==> src/rtl/intx_ctrl_pkg.sv <==
package intx_ctrl_pkg;
  localparam logic [11:0] OFF_DECODE = 12'h138;
  localparam logic [11:0] OFF_MASK   = 12'h13C;
  localparam logic [11:0] OFF_PHY    = 12'h144;
  localparam logic [11:0] OFF_STAT   = 12'h148;
  localparam logic [11:0] OFF_HEAD1  = 12'h158;
  localparam logic [11:0] OFF_HEAD2  = 12'h15C;

  localparam int BIT_BREN  = 0;
  localparam int BIT_LINK  = 11;
  localparam int BIT_INTX  = 16;
  localparam int BIT_EMPTY = 18;
  localparam int BIT_OVF   = 19;
  localparam int POS_LINE  = 27;
  localparam int POS_LVL   = 29;
  localparam int POS_VLD   = 31;
  localparam int LINE_W    = 2;

  function automatic logic [31:0] pack_word(logic [LINE_W-1:0] line, logic lvl);
    logic [31:0] w;
    w = '0;
    w[POS_VLD] = 1'b1;
    w[POS_LVL] = lvl;
    w[POS_LINE +: LINE_W] = line;
    return w;
  endfunction
endpackage

==> src/rtl/intx_edge_detect.sv <==
module intx_edge_detect #(
  parameter int LINES = 4
) (
  input  logic             clk_i,
  input  logic             rst_ni,
  input  logic [LINES-1:0] lines_i,
  output logic [LINES-1:0] chg_o
);
  logic [LINES-1:0] prev_q;

  always_ff @(posedge clk_i or negedge rst_ni) begin
    if (!rst_ni) prev_q <= '0;
    else         prev_q <= lines_i;
  end

  assign chg_o = lines_i ^ prev_q;
endmodule

==> src/rtl/intx_event_fifo.sv <==
module intx_event_fifo #(
  parameter int DEPTH = 16,
  parameter int LINES = 4,
  parameter int EW    = 3,
  localparam int AW   = $clog2(DEPTH)
) (
  input  logic                      clk_i,
  input  logic                      rst_ni,
  input  logic [LINES-1:0]          push_v_i,
  input  logic [LINES-1:0][EW-1:0]  push_d_i,
  input  logic                      pop_i,
  output logic [EW-1:0]             head_o,
  output logic [AW-1:0]             cnt_o,
  output logic                      any_acc_o,
  output logic                      drop_o
);
  logic [EW-1:0]           mem [DEPTH];
  logic [AW-1:0]           wr_q, rd_q;
  logic [AW:0]             free_s, run_s, nacc_s;
  logic [LINES-1:0]        acc_s;
  logic [LINES-1:0][AW-1:0] slot_s;

  assign cnt_o  = wr_q - rd_q;
  assign free_s = (AW+1)'(DEPTH-1) - {1'b0, cnt_o};

  // rank each push among this cycle's pushes; later lines lose on lack of space
  always_comb begin
    run_s  = '0;
    nacc_s = '0;
    for (int i = 0; i < LINES; i++) begin
      acc_s[i]  = push_v_i[i] && (run_s < free_s);
      slot_s[i] = wr_q + run_s[AW-1:0];
      if (push_v_i[i]) run_s  = run_s + 1'b1;
      if (acc_s[i])    nacc_s = nacc_s + 1'b1;
    end
  end

  always_ff @(posedge clk_i or negedge rst_ni) begin
    if (!rst_ni) begin
      wr_q <= '0;
      rd_q <= '0;
    end else begin
      wr_q <= wr_q + nacc_s[AW-1:0];
      if (pop_i && cnt_o != '0) rd_q <= rd_q + 1'b1;
    end
  end

  always_ff @(posedge clk_i) begin
    for (int i = 0; i < LINES; i++)
      if (acc_s[i]) mem[slot_s[i]] <= push_d_i[i];
  end

  assign head_o    = mem[rd_q];
  assign any_acc_o = |acc_s;
  assign drop_o    = |(push_v_i & ~acc_s);
endmodule

==> src/rtl/intx_event_ctrl.sv <==
module intx_event_ctrl
  import intx_ctrl_pkg::*;
#(
  parameter int DEPTH = 16,
  parameter int LINES = 4,
  localparam int AW   = $clog2(DEPTH),
  localparam int EW   = LINE_W + 1
) (
  input  logic              clk_i,
  input  logic              rst_ni,
  input  logic [LINES-1:0]  intx_i,
  input  logic              link_up_i,
  input  logic              reg_we_i,
  input  logic [11:0]       reg_addr_i,
  input  logic [31:0]       reg_wdata_i,
  output logic [31:0]       reg_rdata_o,
  output logic              irq_o,
  output logic              bridge_en_o
);
  logic [LINES-1:0]         evt_v;
  logic [LINES-1:0][EW-1:0] evt_d;
  logic [EW-1:0]            head;
  logic [AW-1:0]            fifo_cnt;
  logic                     any_acc, drop, pop, fifo_empty;
  logic                     pend_q, ovf_q, bren_q;
  logic [31:0]              mask_q, pend_vec;

  intx_edge_detect #(.LINES(LINES)) u_edge (
    .clk_i, .rst_ni, .lines_i(intx_i), .chg_o(evt_v)
  );

  for (genvar g = 0; g < LINES; g++) begin : g_enc
    assign evt_d[g] = {LINE_W'(g), intx_i[g]};
  end

  assign pop = reg_we_i && (reg_addr_i == OFF_HEAD1 || reg_addr_i == OFF_HEAD2);

  intx_event_fifo #(.DEPTH(DEPTH), .LINES(LINES), .EW(EW)) u_fifo (
    .clk_i, .rst_ni,
    .push_v_i(evt_v), .push_d_i(evt_d), .pop_i(pop),
    .head_o(head), .cnt_o(fifo_cnt), .any_acc_o(any_acc), .drop_o(drop)
  );

  assign fifo_empty = (fifo_cnt == '0);

  always_ff @(posedge clk_i or negedge rst_ni) begin
    if (!rst_ni) begin
      pend_q <= 1'b0;
      mask_q <= '0;
      ovf_q  <= 1'b0;
      bren_q <= 1'b0;
    end else begin
      if (any_acc)
        pend_q <= 1'b1;
      else if (reg_we_i && reg_addr_i == OFF_DECODE && reg_wdata_i[BIT_INTX])
        pend_q <= 1'b0;
      if (reg_we_i && reg_addr_i == OFF_MASK) mask_q <= reg_wdata_i;
      if (drop)
        ovf_q <= 1'b1;
      else if (reg_we_i && reg_addr_i == OFF_STAT && reg_wdata_i[BIT_OVF])
        ovf_q <= 1'b0;
      if (reg_we_i && reg_addr_i == OFF_STAT) bren_q <= reg_wdata_i[BIT_BREN];
    end
  end

  // pending INTx is forced while entries remain queued
  always_comb begin
    pend_vec = '0;
    pend_vec[BIT_INTX] = pend_q | ~fifo_empty;
  end

  always_comb begin
    reg_rdata_o = '0;
    unique case (reg_addr_i)
      OFF_DECODE: reg_rdata_o = pend_vec;
      OFF_MASK:   reg_rdata_o = mask_q;
      OFF_PHY:    reg_rdata_o[BIT_LINK] = link_up_i;
      OFF_STAT: begin
        reg_rdata_o[BIT_BREN]  = bren_q;
        reg_rdata_o[BIT_EMPTY] = fifo_empty;
        reg_rdata_o[BIT_OVF]   = ovf_q;
      end
      OFF_HEAD1:  reg_rdata_o = fifo_empty ? '0 : pack_word(head[EW-1:1], head[0]);
      default:    reg_rdata_o = '0;
    endcase
  end

  assign irq_o       = |(pend_vec & mask_q);
  assign bridge_en_o = bren_q;
endmodule

==> config.mk <==
export PLATFORM = sky130hd
export DESIGN_NAME = intx_event_ctrl
export DESIGN_NICKNAME = d
export VERILOG_FILES = /design/src/rtl/intx_ctrl_pkg.sv /design/src/rtl/intx_edge_detect.sv /design/src/rtl/intx_event_fifo.sv /design/src/rtl/intx_event_ctrl.sv
export SDC_FILE = /design/constraint.sdc
export NUM_CORES = 1
export LEC_CHECK = 0
export BUFFER_PORTS_ARGS = -buffer_cell sky130_fd_sc_hd__buf_2
export CAP_MARGIN = 15
export CORE_ASPECT_RATIO = 1.5
export CORE_UTILIZATION = 45
export DETAILED_ROUTE_END_ITERATION = 6
export PLACE_DENSITY = 0.71
export SLEW_MARGIN = 20
export SYNTH_ARGS = -nofsm -noshare
export SYNTH_HDL_FRONTEND = slang
export SYNTH_SLANG_ARGS = --single-unit
==> constraint.sdc <==
create_clock -name clk_i -period 5.3 [get_ports clk_i]
set_input_delay 0.53 -clock clk_i [delete_from_list [all_inputs] [get_ports clk_i]]
set_output_delay 0.53 -clock clk_i [all_outputs]
set_load 0.03 [all_outputs]
==> impl_metrics.tcl, run 1 <==
set metrics [dict create \
    clkLatencyLatePin_ns 0.35 \
    clock-sinks 95 \
    power_density_nw_per_um2 530 \
    syn_area_per_cell_um2 9.43 \
    cts_setup_buffers 0 \
    drv_cap 0 \
    netSwitchingFraction_pct 47.7 \
    yosys_register_bits 95 \
    ant_nets 0 \
    drt_first_pass_iters 7 \
    cp_data_arrival_time_ns 4.68 \
    r2r-start "u_fifo.wr_q[0]$_DFF_PN0_" \
    async_flop_share_pct 49.5 \
    rows 53 \
    dieArea_um2 14900 \
    yosysUniqueCellTypes 63 \
    routed_wl_um 20800 \
    overflow 0 \
    cts_tree "built" \
    htreeDepth 3 \
    final_hold_viol_count 0 \
    p_comb_share_pct 53.4 \
    ys_warn_count 0 \
    antenna_found_initial 0 \
    areaGrowthSynthToFinish_pct 13.1 \
    io_pins 86 \
    rsz0062_at_grt "no" \
    drt_iter0_drc 453 \
    drive_gt1_share_pct 22.5 \
    tns_ns 0 \
    clockBufferDepth 2 \
    ir_drop_mv 0.239 \
    internal-power_mw 2.03 \
    seq_area_frac_synth_pct 35.4 \
    reg2regPathDepth 16 \
    diodes 0 \
    vias 5811 \
    seqPwrFrac_pct 29.3 \
    cp.required_ns 5.52 \
    core-area_um2 14100 \
    cp-endpoint "u_fifo.wr_q[3]$_DFF_PN0_" \
    clkTransAtPathRegs_ns 0.08 \
    max_freq_mhz 224 \
    grt_first_pass_wirelength_um 31800 \
    finalCritPeriodShare_pct 84.2 \
    die_y_um 149 \
    worst-setup-path-type "register to register" \
    postCtsHoldBufs 0 \
    finClkSkew_ns 0.0103 \
    grt_pass1_vias 5782 \
    synth_edf_count 16 \
    r2r_setup_slack_ns 0.84 \
    slew_headroom_pct 26.8 \
    worstPathMaxFanout 10 \
    port_buffers 85 \
    setup-violations-final 0 \
    hpwl_um 16200 \
    leakagePower_nw 3.43 \
    viasPerCell 6.08 \
    die_w_um 100 \
    globalplace.congestion 1.04 \
    cts_resized 0 \
    critPathLaunch "u_fifo.wr_q[0]$_DFF_PN0_" \
    min_period_ns 4.46 \
    tightest_slew_ns 1.09 \
    grt_max_degree 48 \
    r2r-end "u_fifo.wr_q[3]$_DFF_PN0_" \
    cts_buffers 9 \
    layout.nets 836 \
    synth_area_um2 6490 \
    pwr-share-clk_pct 17.3 \
    start_util_pct 46.2 \
    fillers 1312 \
    syn_inst 688 \
    final-max-slew-violation-count 0 \
    cp-end-kind "register" \
    wl_per_cell_um 21.8 \
    syn_nets 766 \
    finish.utilization_pct 52.2 \
    status "finished clean" \
    synth_flop_cell "dfrtp_1" \
    critPathLaunchType "register" \
    drc_errors 0 \
    cts-root-buf "clkbuf_16" \
    power.switching_mw 1.86 \
    globalRouteTotalUtil_pct 28.5 \
    hold_class "input pin to asynchronous set/reset pin" \
]
power groups by stage:
stage          registers, mW  clock network, mW  logic (mW)
4_1_cts                 1.14              0.679        2.04
2_1_floorplan           1.08                  0        1.50
6_report                1.14              0.674        2.08
5_1_grt                 1.16              0.704        2.27
3_5_place_dp            1.15                  0        2.02
3_3_place_gp            1.14                  0        1.98
logic make-up (layout without fill, tap and decap cells):
group / count (synthesis) / in the layout / synth area share (%)
compound gates: 149 / 149 / 14.8
fa+ha+maj: 26 / 26 / 5.48
xor+xnor: 25 / 25 / 3.49
buf+inv: 56 / 131 / 3.99
mux: 55 / 55 / 13.9
simple gates: 282 / 282 / 23.0
flops: 95 / 95 / 35.4
critical path, stage by stage, from the launching register on:
cell	delay [ns]
dfrtp_1	0.52
inv_1	0.21
ha_1	0.21
inv_1	0.06
fa_1	0.62
inv_1	0.09
a211oi_1	0.26
o21a_1	0.33
nor2_1	0.12
ha_1	0.34
xor2_1	0.25
ha_1	0.28
mux2_2	0.28
ha_1	0.27
a21o_1	0.18
a21oi_1	0.20
xnor2_1	0.09
Yosys cell counts, drive strengths merged (4+ instances only):
cell | instances | area, um2
nand3b | 7 | 52.6
nand3 | 37 | 185
o31ai | 4 | 30.0
a22oi | 4 | 30.0
xnor2 | 15 | 131
dfxtp | 32 | 641
and3 | 32 | 200
nand4 | 8 | 50.1
xor2 | 10 | 95.1
nor2b | 14 | 87.6
a21o | 11 | 82.6
a21oi | 41 | 205
mux4 | 15 | 338
o211ai | 4 | 30.0
a31oi | 6 | 37.5
or2 | 7 | 43.8
a221oi | 4 | 35.0
nand2 | 67 | 259
a22o | 6 | 52.6
dfrtp | 47 | 1180
fa | 4 | 80.1
buf | 15 | 105
and2 | 7 | 43.8
o41ai | 4 | 35.0
nand2b | 9 | 56.3
o22ai | 5 | 31.3
edfxtp | 16 | 480
ha | 22 | 275
clkbuf | 17 | 63.8
nand4b | 6 | 52.6
nor2 | 51 | 191
o221ai | 4 | 35.0
o21bai | 8 | 60.1
nor3 | 10 | 50.1
a211o | 5 | 43.8
nor4 | 13 | 106
inv | 24 | 90.1
mux2 | 39 | 552
o21ai | 31 | 155
final cells by class:
class | count | area (um2) | share of cell area (%)
Clock inverter | 7 | 78.8 | 1.07
Inverter | 24 | 90.1 | 1.23
Tap cell | 192 | 240 | 3.27
Sequential cell | 95 | 2300 | 31.3
Clock buffer | 9 | 225 | 3.07
Multi-Input combinational cell | 537 | 3930 | 53.6
Timing Repair Buffer | 91 | 473 | 6.45
flip-flops by register name, indices dropped and copies added, names as in the netlist:
name / count
mask_q: 32
u_fifo.mem: 48
u_edge.prev_q: 4
ovf_q: 1
u_fifo.rd_q: 4
bridge_en_o: 1
u_fifo.wr_q: 4
pend_q: 1
worst min-delay path by stage:
| stage | start | to | slack [ns] | cells past startpoint |
|---|---|---|---|---|
| 2_1_floorplan | rst_ni | bridge_en_o$_DFFE_PN0P_ | 0.23 | 0 |
| 3_3_place_gp | u_fifo.mem[14][2]$_SDFFE_PP1P_ | u_fifo.mem[14][2]$_SDFFE_PP1P_ | 0.43 | 1 |
| 3_5_place_dp | u_fifo.mem[13][2]$_SDFFE_PP1P_ | u_fifo.mem[13][2]$_SDFFE_PP1P_ | 0.44 | 1 |
| 4_1_cts | intx_i[1] | u_edge.prev_q[1]$_DFF_PN0_ | 0.38 | 1 |
| 5_1_grt | rst_ni | mask_q[3]$_DFFE_PN0P_ | 0.23 | 1 |
| 6_report | rst_ni | mask_q[3]$_DFFE_PN0P_ | 0.19 | 1 |
layout by cell type (no fill, tap or decap), types with 14 or more instances in the layout:
master | netlist | final
dfrtp_1 | 47 | 47
and3_1 | 32 | 32
inv_1 | 24 | 24
mux4_2 | 15 | 15
dfxtp_1 | 32 | 32
nand2_1 | 66 | 66
xnor2_1 | 15 | 15
nor2_1 | 51 | 51
buf_2 | 6 | 84
a21oi_1 | 41 | 41
mux2_4 | 30 | 30
nand3_1 | 37 | 37
nor2b_1 | 14 | 14
ha_1 | 22 | 22
o21ai_0 | 30 | 30
edfxtp_1 | 16 | 16
routing by layer:
| metal | wire length (um) | track usage [%] | vias up |
|---|---|---|---|
| met4 | 1250 | 16.6 | 0 |
| met3 | 1400 | 5.20 | 63 |
| li1 | - | - | 2679 |
| met5 | 0 | 0 | - |
| met1 | 7780 | 30.8 | 2786 |
| met2 | 10400 | 51.4 | 283 |
through the flow:
stage	instances	area [um2]	power, mW	hold WS [ns]	setup slack, ns
global route	955	7340	4.14	0.234	0.483
floorplan	688	6490	2.58	0.234	1.16
global placement	939	7030	3.13	0.435	1.04
finish	955	7340	3.89	0.189	0.839
CTS	955	7340	3.85	0.381	0.857
detailed placement	939	7030	3.18	0.438	0.883
No activity file was read; power rests on OpenSTA's default activity.
==> run 2: changes to the inputs <==
==> constraint.sdc (replaced) <==
create_clock -name clk_i -period 4.53 [get_ports clk_i]
set_input_delay 0.453 -clock clk_i [delete_from_list [all_inputs] [get_ports clk_i]]
set_output_delay 0.453 -clock clk_i [all_outputs]
set_load 0.03 [all_outputs]
==> impl_metrics.tcl, run 2 (synthesis gave the netlist of run 1 again) <==
set metrics [dict create \
    final_cells 965 \
    slew_headroom_pct 34.8 \
    rsz0062_at_grt "no" \
    hpwl_um 16500 \
    ant_nets 0 \
    drive_gt1_share_pct 23.6 \
    hold_class "input pin to asynchronous set/reset pin" \
    cp_data_arrival_time_ns 4.44 \
    grt_pass1_vias 5906 \
    grt_max_degree 48 \
    power.switching_mw 2.18 \
    cp-end-kind "register" \
    final_hold_viol_count 0 \
    routed_wl_um 21000 \
    start_util_pct 46.2 \
    holdWs_ns 0.202 \
    worstPathMaxFanout 6 \
    layout.nets 845 \
    tightest_slew_ns 0.972 \
    max_freq_mhz 236 \
    clock-sinks 95 \
    min_period_ns 4.23 \
    finish.utilization_pct 52.6 \
    cp.required_ns 4.74 \
    io_pins 86 \
    worst-setup-path-type "register to register" \
    fin_total_pwr_mw 4.63 \
    tns_ns 0 \
    rows 53 \
    critPathLaunchType "register" \
    globalRouteTotalUtil_pct 28.8 \
    largest_register_ffs 48 \
    p_comb_share_pct 55.4 \
    die_y_um 149 \
    finalInstanceArea_um2 7390 \
    final_cell_mix "buf_2, nand2_1, nor2_1, dfrtp_1, a21oi_1" \
    drv_cap 0 \
    ir_drop_mv 0.268 \
    cts-root-buf "clkbuf_16" \
    finalCritPeriodShare_pct 93.5 \
    viasPerCell 6.09 \
    globalplace.congestion 0.981 \
    core-area_um2 14100 \
    vias 5877 \
    die_w_um 100 \
    pwr-share-clk_pct 16.3 \
    dieArea_um2 14900 \
    place_area_um2 7100 \
    fillers 1312 \
    cts_buffers 9 \
    clkTransAtPathRegs_ns 0.07 \
    layout_commonest_cell "buf_2" \
    status "finished clean" \
    setup_ws_ns 0.296 \
    areaGrowthSynthToFinish_pct 13.9 \
    seqPwrFrac_pct 28.3 \
    final-max-slew-violation-count 0 \
    port_buffers 85 \
    netSwitchingFraction_pct 47.1 \
    finClkSkew_ns 0.00921 \
    drc_errors 0 \
    clockBufferDepth 2 \
    placed_cells 948 \
    cts_tree "built" \
    leakagePower_nw 3.47 \
    overflow 0 \
    drt_iter0_drc 591 \
    setup-violations-final 0 \
    drt_first_pass_iters 5 \
    internal-power_mw 2.45 \
    reg2regPathDepth 16 \
    grt_first_pass_wirelength_um 32200 \
    power_density_nw_per_um2 626 \
    htreeDepth 3 \
    wl_per_cell_um 21.7 \
    clkLatencyLatePin_ns 0.35 \
    antenna_found_initial 1 \
    place_ws_ns 0.320 \
]
-- run 2: cell count changes in the layout (fill, tap and decap cells not counted), sizes merged --
cell	before	now
buf	91	100
clkbuf	9	10
clkinv	3	1
clkinvlp	2	1
diode	0	1
inv	26	28
-- run 2: area by class of cell --
class | count | area [um2] | share of cell area, %
Timing Repair Buffer | 100 | 538 | 7.28
Sequential cell | 95 | 2300 | 31.1
Clock inverter | 6 | 50.0 | 0.677
Inverter | 24 | 90.1 | 1.22
Antenna cell | 1 | 2.50 | 0.0339
Clock buffer | 10 | 239 | 3.23
Tap cell | 192 | 240 | 3.25
Multi-Input combinational cell | 537 | 3940 | 53.2
-- run 2: path summary, 6_finish.rpt --
kind	start	end	slack, ns
worst max-delay path	u_fifo.wr_q[0]$_DFF_PN0_	u_fifo.wr_q[3]$_DFF_PN0_	0.30
min in group clk_i	intx_i[1]	u_edge.prev_q[1]$_DFF_PN0_	0.31
max in group asynchronous	rst_ni	mask_q[12]$_DFFE_PN0P_	3.89
worst min-delay path	rst_ni	mask_q[4]$_DFFE_PN0P_	0.20
worst min register to register	u_fifo.mem[6][2]$_SDFFE_PP1P_	u_fifo.mem[6][2]$_SDFFE_PP1P_	0.47
worst max register to register	u_fifo.wr_q[0]$_DFF_PN0_	u_fifo.wr_q[3]$_DFF_PN0_	0.30
-- run 2: worst max-delay path, cell delays in order (launching register included) --
cell	delay, ns
dfrtp_1	0.38
inv_1	0.18
ha_1	0.21
inv_1	0.06
fa_1	0.64
inv_1	0.10
a211oi_1	0.29
o21a_2	0.26
nor2_1	0.09
ha_1	0.33
xor2_1	0.26
ha_1	0.30
mux2_2	0.28
ha_1	0.29
a21o_1	0.18
a21oi_1	0.17
xnor2_1	0.09
-- run 2: repair_timing --
item                                    CTS  global route
buffers inserted                          0             0
endpoints found under the setup margin    0             1
hold buffers                              0             0
resized for setup                         0             1
-- run 2: power by group through the flow --
stage / clock network, mW / logic [mW] / registers [mW]
2_1_floorplan: 0 / 1.75 / 1.26
3_3_place_gp: 0 / 2.45 / 1.31
3_5_place_dp: 0 / 2.50 / 1.32
4_1_cts: 0.766 / 2.51 / 1.30
5_1_grt: 0.801 / 2.78 / 1.33
6_report: 0.755 / 2.56 / 1.31
-- run 2: per-layer routing --
metal	track usage [%]	vias up	wire [um]
met2	52.2	316	10600
met3	4.03	77	1260
met5	0	-	0
met1	30.6	2786	7680
li1	-	2698	-
met4	19.5	0	1450
==> run 3: changes to the inputs <==
--- a/config.mk
+++ b/config.mk
@@ -7,10 +7,11 @@
 export LEC_CHECK = 0
 export BUFFER_PORTS_ARGS = -buffer_cell sky130_fd_sc_hd__buf_2
 export CAP_MARGIN = 15
-export CORE_ASPECT_RATIO = 1.5
+export CORE_ASPECT_RATIO = 1.1
 export CORE_UTILIZATION = 45
 export DETAILED_ROUTE_END_ITERATION = 6
 export PLACE_DENSITY = 0.71
+export SKIP_CTS_REPAIR_TIMING = 1
 export SLEW_MARGIN = 20
 export SYNTH_ARGS = -nofsm -noshare
 export SYNTH_HDL_FRONTEND = slang
==> constraint.sdc (replaced) <==
create_clock -name clk_i -period 4.9 [get_ports clk_i]
set_input_delay 0.49 -clock clk_i [delete_from_list [all_inputs] [get_ports clk_i]]
set_output_delay 0.49 -clock clk_i [all_outputs]
set_load 0.03 [all_outputs]
==> impl_metrics.tcl, run 3 (synthesis gave the netlist of run 1 again) <==
set metrics [dict create \
    status "finished clean" \
    pwr-share-clk_pct 16.6 \
    tightest_slew_ns 1.03 \
    viasPerCell 6.07 \
    layout_commonest_cell "buf_2" \
    rsz0062_at_grt "no" \
    grt_first_pass_wirelength_um 31200 \
    final_cell_mix "buf_2, nand2_1, nor2_1, dfrtp_1, a21oi_1" \
    cp-end-kind "register" \
    clockBufferDepth 2 \
    drive_gt1_share_pct 23.5 \
    final_hold_viol_count 0 \
    wl_per_cell_um 21.4 \
    cp.required_ns 5.02 \
    worstPathMaxFanout 10 \
    htreeDepth 3 \
    finalCritPeriodShare_pct 83.8 \
    clkTransAtPathRegs_ns 0.08 \
    cts-root-buf "clkbuf_16" \
    ant_nets 0 \
    drc_errors 0 \
    grt_max_degree 48 \
    vias 5823 \
    netSwitchingFraction_pct 47.0 \
    finClkSkew_ns 0.00957 \
    die_y_um 128 \
    ir_drop_mv 0.251 \
    io_pins 86 \
    worst-setup-path-type "register to register" \
    setup-violations-final 0 \
    cts_buffers 9 \
    clock-sinks 95 \
    dieArea_um2 14900 \
    power_density_nw_per_um2 575 \
    layout.nets 844 \
    antenna_found_initial 0 \
    power.switching_mw 2.00 \
    hold_class "input pin to asynchronous set/reset pin" \
    critPathLaunchType "register" \
    port_buffers 85 \
    final-max-slew-violation-count 0 \
    routed_wl_um 20500 \
    clkLatencyLatePin_ns 0.36 \
    drv_cap 0 \
    hpwl_um 15900 \
    drt_first_pass_iters 5 \
    min_period_ns 4.11 \
    rows 45 \
    leakagePower_nw 3.47 \
    grt_pass1_vias 5652 \
    p_comb_share_pct 55.1 \
    globalRouteTotalUtil_pct 28.3 \
    globalplace.congestion 1.03 \
    areaGrowthSynthToFinish_pct 13.7 \
    max_freq_mhz 244 \
    holdWs_ns 0.231 \
    cts_tree "built" \
    die_w_um 117 \
    diodes 0 \
    largest_register_ffs 48 \
    slew_headroom_pct 30.6 \
    drt_iter0_drc 528 \
    seqPwrFrac_pct 28.3 \
    start_util_pct 46.5 \
    internal-power_mw 2.25 \
    cp_data_arrival_time_ns 4.22 \
    tns_ns 0 \
    overflow 0 \
    core-area_um2 14000 \
]
run 3: cell type report:
| type | count | area [um2] |
|---|---|---|
| multi-input combinational | 537 | 3940 |
| clock inverter | 6 | 51.3 |
| tap | 188 | 235 |
| fill | 1293 | 6580 |
| timing repair buffer | 99 | 531 |
| sequential | 95 | 2300 |
| inverter | 24 | 90.1 |
| clock buffer | 10 | 239 |
run 3: metal layers:
| metal | GRT usage, % | vias to the layer above | routed length [um] |
|---|---|---|---|
| met4 | 12.1 | 0 | 684 |
| met3 | 4.92 | 46 | 1650 |
| met5 | 0 | - | 0 |
| met1 | 37.2 | 2813 | 8640 |
| met2 | 45.6 | 278 | 9500 |
| li1 | - | 2686 | - |
run 3: per-stage QoR:
step / worst slack (ns) / power, mW / cells / cell area (um2) / utilization [%]
after global placement: 0.714 / 3.45 / 943 / 7090 / 50.8
after CTS: 0.809 / 4.21 / 959 / 7380 / 52.9
after global routing: 0.499 / 4.51 / 959 / 7380 / 52.9
after floorplan: 0.758 / 2.79 / 688 / 6490 / -
after detailed placement: 0.589 / 3.50 / 943 / 7090 / 50.8
final: 0.795 / 4.25 / 959 / 7380 / 52.9
run 3: critical path, stage by stage, from the launching register on:
cell     delay, ns
dfrtp_1       0.44
and2b_1       0.26
or2_2         0.38
ha_1          0.30
o21a_1        0.26
ha_1          0.31
mux2_2        0.28
a21oi_1       0.15
o21ai_0       0.17
and3_1        0.37
nor4_1        0.54
mux2_2        0.40
run 3: power by group through the flow:
| stage | clock (mW) | combinational, mW | sequential (mW) |
|---|---|---|---|
| 4_1_cts | 0.716 | 2.29 | 1.20 |
| 2_1_floorplan | 0 | 1.62 | 1.17 |
| 6_report | 0.705 | 2.34 | 1.20 |
| 3_5_place_dp | 0 | 2.28 | 1.22 |
| 5_1_grt | 0.740 | 2.55 | 1.22 |
| 3_3_place_gp | 0 | 2.24 | 1.21 |
run 3: final timing paths:
| check | endpoint | start | cells after the start | slack, ns |
|---|---|---|---|---|
| hold reg to reg | u_fifo.mem[10][2]$_SDFFE_PP1P_ | u_fifo.mem[10][2]$_SDFFE_PP1P_ | 1 | 0.45 |
| setup reg to reg | u_fifo.mem[1][0]$_DFFE_PP_ | u_edge.prev_q[1]$_DFF_PN0_ | 11 | 0.79 |
| setup / recovery | u_fifo.mem[1][0]$_DFFE_PP_ | u_edge.prev_q[1]$_DFF_PN0_ | 11 | 0.79 |
| min in group clk_i | u_edge.prev_q[1]$_DFF_PN0_ | intx_i[1] | 1 | 0.32 |
| hold / removal | mask_q[22]$_DFFE_PN0P_ | rst_ni | 2 | 0.23 |
| max in group asynchronous | u_edge.prev_q[0]$_DFF_PN0_ | rst_ni | 2 | 4.25 |
